`src/rtl/mdio_pkg.sv`:
```
package mdio_pkg;
  localparam int REG_ADDR_W  = 4;
  localparam logic [REG_ADDR_W-1:0] OFS_DATA = 4'd4;
  localparam logic [REG_ADDR_W-1:0] OFS_ADDR = 4'd5;
  localparam logic [REG_ADDR_W-1:0] OFS_OP   = 4'd6;
  localparam logic [REG_ADDR_W-1:0] OFS_CTRL = 4'd7;

  localparam int PREAMBLE_LEN = 32;
  localparam int FIELD_W      = 5;
  localparam int PAYLOAD_W    = 16;
  localparam int OP_W         = 2*FIELD_W + 3;
  localparam int FRAME_BITS   = PREAMBLE_LEN + 4 + 2*FIELD_W + 2 + PAYLOAD_W;
  localparam int BIT_CNT_W    = $clog2(FRAME_BITS);
  localparam int TA_BIT       = PREAMBLE_LEN + 4 + 2*FIELD_W;

  // operation register field positions
  localparam int OP_CLAUSE_BIT = 2*FIELD_W + 2;
  localparam int OP_CODE_HI    = 2*FIELD_W + 1;

  typedef struct packed {
    logic load;    // capture new frame into the shifter
    logic sample;  // MDC about to rise: capture MDIO
    logic shift;   // MDC about to fall: present next bit
    logic done;    // final falling edge of the frame
  } mdioStrobeT;
endpackage

```
`src/rtl/mdio_frame_ctrl.sv`:
```
module mdio_frame_ctrl
  import mdio_pkg::*;
#(
  parameter int HALF_CYCLES = 10
) (
  input  logic       clk,
  input  logic       rstN,
  input  logic       launchReq,
  input  logic       frameIsRead,
  output mdioStrobeT strobe,
  output logic       busy,
  output logic       mdc,
  output logic       mdioOe
);
  localparam int DIV_W = (HALF_CYCLES > 1) ? $clog2(HALF_CYCLES) : 1;
  localparam logic [DIV_W-1:0] DIV_LAST = DIV_W'(HALF_CYCLES - 1);
  localparam logic [BIT_CNT_W-1:0] BIT_LAST = BIT_CNT_W'(FRAME_BITS - 1);
  localparam logic [BIT_CNT_W-1:0] BIT_TA   = BIT_CNT_W'(TA_BIT);

  logic [DIV_W-1:0]     divCnt;
  logic [BIT_CNT_W-1:0] bitCnt;
  logic                 tick;
  logic                 lastBit;

  assign tick    = busy && (divCnt == DIV_LAST);
  assign lastBit = (bitCnt == BIT_LAST);

  always_comb begin
    strobe.load   = launchReq && !busy;
    strobe.sample = tick && !mdc;
    strobe.shift  = tick && mdc && !lastBit;
    strobe.done   = tick && mdc && lastBit;
  end

  always_ff @(posedge clk) begin
    if (!rstN) begin
      busy   <= 1'b0;
      mdc    <= 1'b0;
      divCnt <= '0;
      bitCnt <= '0;
    end else if (strobe.load) begin
      busy   <= 1'b1;
      mdc    <= 1'b0;
      divCnt <= '0;
      bitCnt <= '0;
    end else if (busy) begin
      if (tick) begin
        divCnt <= '0;
        if (!mdc) begin
          mdc <= 1'b1;
        end else begin
          mdc <= 1'b0;
          if (lastBit) busy <= 1'b0;
          else         bitCnt <= bitCnt + 1'b1;
        end
      end else begin
        divCnt <= divCnt + 1'b1;
      end
    end
  end

  assign mdioOe = busy && !(frameIsRead && (bitCnt >= BIT_TA));
endmodule

```
`src/rtl/mdio_regs_dp.sv`:
```
module mdio_regs_dp
  import mdio_pkg::*;
(
  input  logic                  clk,
  input  logic                  rstN,
  input  logic [REG_ADDR_W-1:0] busAddr,
  input  logic                  busWr,
  input  logic [31:0]           busWdata,
  output logic [31:0]           busRdata,
  input  logic                  busy,
  input  mdioStrobeT            strobe,
  input  logic                  mdioIn,
  output logic                  shiftBit,
  output logic                  frameIsRead,
  output logic [OP_W-1:0]       opVal
);
  logic [PAYLOAD_W-1:0]  dataQ;
  logic [PAYLOAD_W-1:0]  addrQ;
  logic [OP_W-1:0]       opQ;
  logic [FRAME_BITS-1:0] frameSh;
  logic [PAYLOAD_W-1:0]  capSh;
  logic [FRAME_BITS-1:0] frameWord;
  logic                  isExt;
  logic [1:0]            opCode;

  assign isExt       = opQ[OP_CLAUSE_BIT];
  assign opCode      = opQ[OP_CODE_HI -: 2];
  assign frameIsRead = opCode[1];
  assign opVal       = opQ;
  assign shiftBit    = frameSh[FRAME_BITS-1];

  always_comb begin
    frameWord = {{PREAMBLE_LEN{1'b1}},
                 (isExt ? 2'b00 : 2'b01),
                 opCode,
                 opQ[2*FIELD_W-1:0],
                 2'b10,
                 ((isExt && opCode == 2'b00) ? addrQ : dataQ)};
  end

  always_ff @(posedge clk) begin
    if (!rstN) begin
      dataQ   <= '0;
      addrQ   <= '0;
      opQ     <= '0;
      frameSh <= '0;
      capSh   <= '0;
    end else begin
      if (busWr && !busy) begin
        unique case (busAddr)
          OFS_DATA: dataQ <= busWdata[PAYLOAD_W-1:0];
          OFS_ADDR: addrQ <= busWdata[PAYLOAD_W-1:0];
          OFS_OP:   opQ   <= busWdata[OP_W-1:0];
          default:  ;
        endcase
      end
      if (strobe.load)       frameSh <= frameWord;
      else if (strobe.shift) frameSh <= {frameSh[FRAME_BITS-2:0], 1'b0};
      if (strobe.sample) capSh <= {capSh[PAYLOAD_W-2:0], mdioIn};
      if (strobe.done && frameIsRead) dataQ <= capSh;
    end
  end

  always_comb begin
    unique case (busAddr)
      OFS_DATA: busRdata = 32'(dataQ);
      OFS_ADDR: busRdata = 32'(addrQ);
      OFS_OP:   busRdata = 32'(opQ);
      OFS_CTRL: busRdata = {31'b0, busy};
      default:  busRdata = '0;
    endcase
  end
endmodule

```
`src/rtl/mdio_mgmt_master.sv`:
```
module mdio_mgmt_master
  import mdio_pkg::*;
#(
  parameter int SYS_CLK_HZ = 50_000_000,
  parameter int MDC_MAX_HZ = 2_500_000
) (
  input  logic        clk,
  input  logic        rstN,
  input  logic [3:0]  busAddr,
  input  logic        busWr,
  input  logic [31:0] busWdata,
  output logic [31:0] busRdata,
  output logic        mdc,
  output logic        mdioOut,
  output logic        mdioOe,
  input  logic        mdioIn
);
  localparam int HALF_RAW    = (SYS_CLK_HZ + 2*MDC_MAX_HZ - 1) / (2*MDC_MAX_HZ);
  localparam int HALF_CYCLES = (HALF_RAW < 1) ? 1 : HALF_RAW;

  mdioStrobeT       strobe;
  logic             busy;
  logic             frameIsRead;
  logic             shiftBit;
  logic             launchReq;
  logic [OP_W-1:0]  opVal;
  logic [15:0]      halfLen;

  assign launchReq = busWr && (busAddr == OFS_CTRL) && busWdata[0];
  assign halfLen   = 16'(HALF_CYCLES);
  assign mdioOut   = mdioOe && shiftBit;

  mdio_frame_ctrl #(.HALF_CYCLES(HALF_CYCLES)) u_ctrl (
    .clk         (clk),
    .rstN        (rstN),
    .launchReq   (launchReq),
    .frameIsRead (frameIsRead),
    .strobe      (strobe),
    .busy        (busy),
    .mdc         (mdc),
    .mdioOe      (mdioOe)
  );

  mdio_regs_dp u_dp (
    .clk         (clk),
    .rstN        (rstN),
    .busAddr     (busAddr),
    .busWr       (busWr),
    .busWdata    (busWdata),
    .busRdata    (busRdata),
    .busy        (busy),
    .strobe      (strobe),
    .mdioIn      (mdioIn),
    .shiftBit    (shiftBit),
    .frameIsRead (frameIsRead),
    .opVal       (opVal)
  );
endmodule

```
`config.mk`:
```
export PLATFORM = sky130hd
export DESIGN_NAME = mdio_mgmt_master
export DESIGN_NICKNAME = d
export VERILOG_FILES = /design/src/rtl/mdio_pkg.sv /design/src/rtl/mdio_frame_ctrl.sv /design/src/rtl/mdio_regs_dp.sv /design/src/rtl/mdio_mgmt_master.sv
export SDC_FILE = /design/constraint.sdc
export NUM_CORES = 1
export LEC_CHECK = 0
export CAP_MARGIN = 25
export CORE_MARGIN = 10
export CORE_UTILIZATION = 55
export DETAILED_ROUTE_END_ITERATION = 6
export PLACE_DENSITY_LB_ADDON = 0.1
export SLEW_MARGIN = 20
export SYNTH_ARGS = -nofsm -noshare
export SYNTH_HDL_FRONTEND = slang
export SYNTH_SLANG_ARGS = --single-unit
```
`constraint.sdc`:
```
create_clock -name clk -period 2.5 [get_ports clk]
set_input_delay 0.25 -clock clk [delete_from_list [all_inputs] [get_ports clk]]
set_output_delay 0.25 -clock clk [all_outputs]
set_load 0.01 [all_outputs]
```
==> metrics.cfg, run 1 <==
[status]
status = finished clean

[cts]
insertion_delay_ns = 0.53
clock-sinks = 137
postCtsSetupBuffers = 0
clock_path_buffers = 2
cts_buffers = 17
cts_tree = done
htree_levels = 4
root_buffer = clkbuf_8
cts.clk_slew.worst_paths_ns = 0.06

[synth]
synth-xor-area-share = 0.004444
synthSimpleGateAreaFrac = 0.2300
syn-cell-area_sq_mm = 0.005913
postSynthAreaPerCell_sq_um = 8.134
ys_seq_area_frac = 0.4638
ys_ff_latch = 137
synth.mux.area_fraction = 0.03047
ys_types = 43
yosysWarnings = 0
syn_inst = 727
synthFlopType = dfxtp_1
synth_top_family_by_area = simple AND/OR/NAND/NOR gates
synth_top_area_cell = dfxtp_1
synth_area_leaders = dfxtp_1 (46%), nand2_1 (8.9%), a21oi_1 (7.0%), nor3_1 (6.0%), a22oi_1 (3.7%)
synth_fa_ha_area_frac = 0.008464
synth_top_area_share = 0.4638
synth_edf_count = 0
ys_async_sr_fraction = 0
synth_compound_area_frac = 0.1788

[hold_path]
hp-class = in -> reg

[placement]
placed_area_sq_mm = 0.006372
globalplace.congestion = 0.8672
post-dp-hpwl_microns = 9445
io_buffers = 42

[worst_setup_path]
reg2reg_slack_ns = 0.49
critical-path-top-delay-family = buffers and inverters
crit_buf_inv = 4
slowest_stage = clkdlybuf4s50_1
crit_path_start = busAddr[3]
r2r_cells = 6
cp.arrival_ns = 2.16
max_stage_delay_ns = 0.57
start_kind = input pin
crit_cells = 6
crit_path_end = busRdata[2]
critPathMaxFanout = 15
r2r_start = u_ctrl.divCnt[0]
crit-reg2reg-capture = u_dp.dataQ[15]
path_cells = clkdlybuf4s50_1, and4bb_1, buf_12, a222oi_1, inv_1, clkdlybuf4s50_1
cp_common_cell = clkdlybuf4s50_1
endpoint_kind = primary output
cp.required_ns = 2.25
crit_type = in -> out

[drt]
met1_length_microns = 6293
met3WireLength_microns = 1015
drt-vias-per-instance = 5.792
top_layer = met4
dr_wl_met2_microns = 6977
vias = 5172
drt_iter0_drc = 768
routedWlPerCell_microns = 16.29
dr.pass1.iters = 6
routed_wl_microns = 14540
post-route-drc-count = 0
ant_nets = 0

[sta]
fin_crit_ns = 2.406
finClkSkew_ns = 0.006837
grt_setup_unrepaired = no
hold_viol = 0
slew_headroom = 0.5974
worst_pin_slew_ns = 0.6025
hold_ws_ns = 0.2906
fin_crit_sh = 0.9625
timing.fmax_mhz = 415.6
tns_ns = 0
drv_slew = 0
setup_viol = 0

[cells_and_area]
final_common_cell = nand2_1
n_fill_cell = 869
n_antenna_cell = 0
drive_gt1_frac = 0.09643
regArea_sq_mm = 0.002744
layout-area-overhead-vs-synth_pct = 17.33
final_nets = 788
final_area_sq_mm = 0.006938
multi_input_area_sq_mm = 0.002759
final_cell_mix = nand2_1 (140), dfxtp_1 (136), a21oi_1 (83)

[floorplanning]
die_height_microns = 123.7
die_width_microns = 123.7
core_area_sq_mm = 0.01042
rows = 37
pin_count = 75
fp.dieArea_sq_mm = 0.01530
start_util = 0.5677

[power_and_ir_drop]
vdd_drop_max_uv = 388.5
p_per_area_mw_per_mm2 = 683.6
leakage_nw = 2.544

[run]
cap_violations = 0

[grt]
grt_remaining_overflow = 0
grt.total_usage = 0.1894
grt_first_pass_wirelength_microns = 23430
antenna_found_initial = 0
grt_pass1_vias = 4795
grt_max_degree = 69

==> synthesized netlist by cell type (all sizes together) (2+ instances only) <==
| library cell | count |
|---|---|
| a21oi | 83 |
| a222oi | 12 |
| a22o | 3 |
| a22oi | 29 |
| a31oi | 18 |
| and2 | 4 |
| and3 | 2 |
| and4b | 2 |
| buf | 48 |
| clkbuf | 28 |
| dfxtp | 137 |
| ha | 4 |
| inv | 19 |
| mux2 | 16 |
| nand2 | 140 |
| nand3 | 32 |
| nor2 | 38 |
| nor3 | 71 |
| o211ai | 2 |
| o21ai | 18 |
| o31ai | 2 |
| or3 | 2 |
| or4 | 2 |
| xor2 | 2 |
==> power by group <==
part / internal (mW) / total (mW) / switching [mW]
logic: 0.0724 / 0.182 / 0.109
clock network: 1.40 / 2.35 / 0.950
registers: 2.20 / 2.21 / 0.0126
==> worst register-to-register path, stage by stage (launching register included) <==
cell and delay, ns:
dfxtp_1 0.39, ha_1 0.19, nand4b_1 0.24, or4_1 0.54, buf_4 0.24, o21ai_0 0.20
a31oi_1 0.07
==> per-stage QoR <==
step / util / power [mW] / cells / setup slack [ns]
floorplan: - / 2.370 / 742 / 0.7473
global placement: 0.6118 / 2.435 / 861 / 0.1116
detailed placement: 0.6118 / 2.438 / 861 / 0.08543
CTS: 0.6658 / 4.768 / 893 / 0.001870
global route: 0.6661 / 4.885 / 893 / 0.02043
finish: 0.6661 / 4.743 / 893 / 0.09364
==> worst min-delay path by stage <==
stage	startpoint	to	slack, ns	depth (start not counted)
2_1_floorplan	busWdata[0]	u_dp.addrQ[0]	0.39	2
3_3_place_gp	u_dp.frameSh[31]	u_dp.frameSh[31]	0.45	2
3_5_place_dp	u_dp.capSh[15]	u_dp.capSh[15]	0.45	2
4_1_cts	mdioIn	u_dp.capSh[0]	0.27	3
5_1_grt	mdioIn	u_dp.capSh[0]	0.29	3
6_report	mdioIn	u_dp.capSh[0]	0.29	3
==> sequential cells by signal (all words and copies together) (netlist names) <==
name / flops
u_ctrl.divCnt: 4
u_ctrl.mdc: 1
u_dp.capSh: 16
u_ctrl.busy: 1
u_dp.dataQ: 16
u_ctrl.bitCnt: 6
u_dp.frameSh: 64
u_dp.opVal: 13
u_dp.addrQ: 16
==> kinds of logic after synthesis <==
family / count (synthesis)
fa+ha+maj: 4
simple gates: 301
other cells: 1
xor+xnor: 3
buf+inv: 95
compound gates: 170
flops: 137
mux: 16
==> routing by layer <==
| layer | track usage | up-vias |
|---|---|---|
| met4 | 0.06841 | 0 |
| met1 | 0.2370 | 2427 |
| met5 | 0 | - |
| met3 | 0.05656 | 24 |
| met2 | 0.3033 | 175 |
| li1 | - | 2546 |
==> final cells by class <==
type | instances | share of cell area
inverters | 19 | 0.01028
multi-input cells | 510 | 0.3977
repair buffers | 59 | 0.09179
clock buffers | 22 | 0.06673
well taps | 136 | 0.02453
clock inverters | 10 | 0.01353
flip-flops and latches | 137 | 0.3955
==> repair_timing <==
action	in CTS	in global routing
hold buffers	0	0
endpoints found under the hold margin	0	0
resized for setup	3	1
setup endpoints to repair	2	1
Power figures use the tool's default switching activity.
==> run 2: changes to the inputs <==
Settings changed: CAP_MARGIN 25 to 5.
==> results of run 2 <==
Final layout, timing and power as in run 1 (identical DEF).
==> run 3: changes to the inputs <==
Settings changed: CTS_CLUSTER_DIAMETER set to 50, PLACE_DENSITY set to 0.78, PLACE_DENSITY_LB_ADDON 0.1 to unset.
==> metrics.cfg, run 3 (synthesis results as in run 1) <==
[status]
status = finished clean

[worst_setup_path]
start_kind = input pin
max_stage_delay_ns = 0.54  ; -0.03 ns
cp_common_cell = clkdlybuf4s50_1
cp.arrival_ns = 2.17  ; about the same
r2r_cells = 6  ; unchanged
path_cells = clkdlybuf4s50_1, nor4bb_2, buf_4, a222oi_1, inv_1, clkdlybuf4s50_1
crit-reg2reg-capture = u_dp.dataQ[8]
reg2reg_slack_ns = 0.49  ; about the same
critPathMaxFanout = 18  ; +3
cp.required_ns = 2.25  ; about the same
slowest_stage = clkdlybuf4s50_1
endpoint_kind = primary output
crit_type = in -> out
r2r_start = u_ctrl.divCnt[0]

[grt]
grt_pass1_vias = 4987  ; +4.0%
antenna_found_initial = 0  ; unchanged
grt_first_pass_wirelength_microns = 24230  ; +3.4%
grt_remaining_overflow = 0  ; unchanged
grt_max_degree = 69  ; unchanged
grt.total_usage = 0.1967  ; +0.007291

[sta]
worst_pin_slew_ns = 0.6673  ; +0.06481 ns
slew_headroom = 0.5541  ; -0.04331
finClkSkew_ns = 0.006972  ; +0.0001354 ns
fin_crit_ns = 2.416  ; +0.009675 ns
timing.fmax_mhz = 413.9  ; -0.40%
hold_viol = 0  ; unchanged
setup_viol = 0  ; unchanged
drv_slew = 0  ; unchanged
hold_ws_ns = 0.2750  ; -0.01566 ns
grt_setup_unrepaired = no
fin_crit_sh = 0.9664  ; +0.003870
tns_ns = 0  ; unchanged

[cells_and_area]
final_cell_mix = nand2_1 (140), dfxtp_1 (136), a21oi_1 (83)
layoutNonFillerInstCount = 892  ; -0.11%
largest_reg_flops = 64  ; unchanged
regArea_sq_mm = 0.002744  ; unchanged
final_nets = 787  ; -0.13%
final_core_util = 0.6762  ; +0.01009
n_fill_cell = 859  ; -1.2%
n_antenna_cell = 0  ; unchanged
final_common_cell = nand2_1
max_flop_register = u_dp.frameSh
layout-area-overhead-vs-synth_pct = 19.11
multi_input_area_sq_mm = 0.002759  ; unchanged
drive_gt1_frac = 0.09788  ; +0.001450

[power_and_ir_drop]
leakage_nw = 2.649  ; +4.1%
vdd_drop_max_uv = 527.7  ; +36%
total_power_mw = 5.150  ; +8.6%
p_per_area_mw_per_mm2 = 731.2  ; +7.0%

[floorplanning]
pin_count = 75  ; unchanged
die_height_microns = 123.7  ; unchanged
fp.dieArea_sq_mm = 0.01530  ; unchanged
core_area_sq_mm = 0.01042  ; unchanged
start_util = 0.5677  ; unchanged
die_width_microns = 123.7  ; unchanged
rows = 37  ; unchanged

[hold_path]
hp-class = in -> reg
min_from = mdioIn
whs_endpoint = u_dp.capSh[0]
min_path_cells = 3  ; unchanged

[cts]
root_buffer = clkbuf_8
postCtsSetupBuffers = 0  ; unchanged
clock-sinks = 137  ; unchanged
ctsHoldBuffers = 0  ; unchanged
cts_buffers = 17  ; unchanged
clock_path_buffers = 2  ; unchanged
cts.clk_slew.worst_paths_ns = 0.06  ; about the same
insertion_delay_ns = 0.54  ; about the same
cts_tree = done
htree_levels = 4  ; unchanged

[placement]
io_buffers = 42  ; unchanged
globalplace.congestion = 0.8419  ; -2.9%
post-dp-hpwl_microns = 9469  ; +0.26%
placed_cells = 860  ; -0.12%

[drt]
dr.pass1.iters = 7  ; +1
routedWlPerCell_microns = 16.76  ; +2.9%
vias = 5351  ; +3.5%
drt-vias-per-instance = 5.999  ; +3.6%
drt_iter0_drc = 847  ; +10%
routed_wl_microns = 14950  ; +2.8%
ant_nets = 0  ; unchanged
post-route-drc-count = 0  ; unchanged

[run]
cap_violations = 0  ; unchanged

run 3: power breakdown:
group	switching (mW)	total (mW)	internal [mW]	leakage [nW]
clock network	0.927	2.75	1.82	0.316
registers	0.0131	2.21	2.20	1.10
logic	0.111	0.185	0.0736	1.23
total	1.05	5.15	4.10	2.65
run 3: timing repair:
| action | CTS | global route |
|---|---|---|
| cloned | 0 | 0 |
| endpoints found under the setup margin | 2 | 6 |
| resized for setup | 4 | 5 |
| pin swaps | 0 | 3 |
run 3: how the worst max path moves through the flow:
| stage | slack, ns | startpoint | endpoint | depth (start not counted) |
|---|---|---|---|---|
| 6_report | 0.08 | busAddr[2] | busRdata[5] | 6 |
| 2_1_floorplan | 0.75 | u_ctrl.bitCnt[1] | u_dp.dataQ[1] | 7 |
| 3_3_place_gp | 0.12 | busAddr[3] | busRdata[2] | 6 |
| 4_1_cts | 0.04 | busAddr[3] | busRdata[6] | 6 |
| 3_5_place_dp | 0.08 | busAddr[3] | busRdata[5] | 6 |
| 5_1_grt | 0.01 | busAddr[0] | busRdata[5] | 6 |
run 3: area by class of cell:
cell class,count,share of cell area
clock buffers,21,0.06662
clock inverters,11,0.02718
inverters,19,0.01013
multi-input cells,510,0.3917
flip-flops and latches,137,0.3896
well taps,136,0.02416
repair buffers,58,0.09060
run 3: per-stage QoR:
step / area (sq um) / worst slack [ns]
finish: 7043 / 0.08396
global route: 7043 / 0.01103
CTS: 7030 / 0.04368
detailed placement: 6365 / 0.07859
global placement: 6365 / 0.1158
floorplan: 5969 / 0.7473
run 3: worst max-delay path, delay by kind of cell:
kind,cells,cell delay [ns]
buffers and inverters,4,1.45
AOI/OAI and AO/OA,1,0.16
and+or+nand+nor,1,0.31
run 3: per-layer routing:
layer | share of wire | wire length [microns] | GRT usage
met5 | 0 | 0 | 0
met3 | 0.081 | 1209 | 0.06561
met1 | 0.42 | 6261 | 0.2329
met2 | 0.48 | 7171 | 0.3222
met4 | 0.021 | 311 | 0.07933
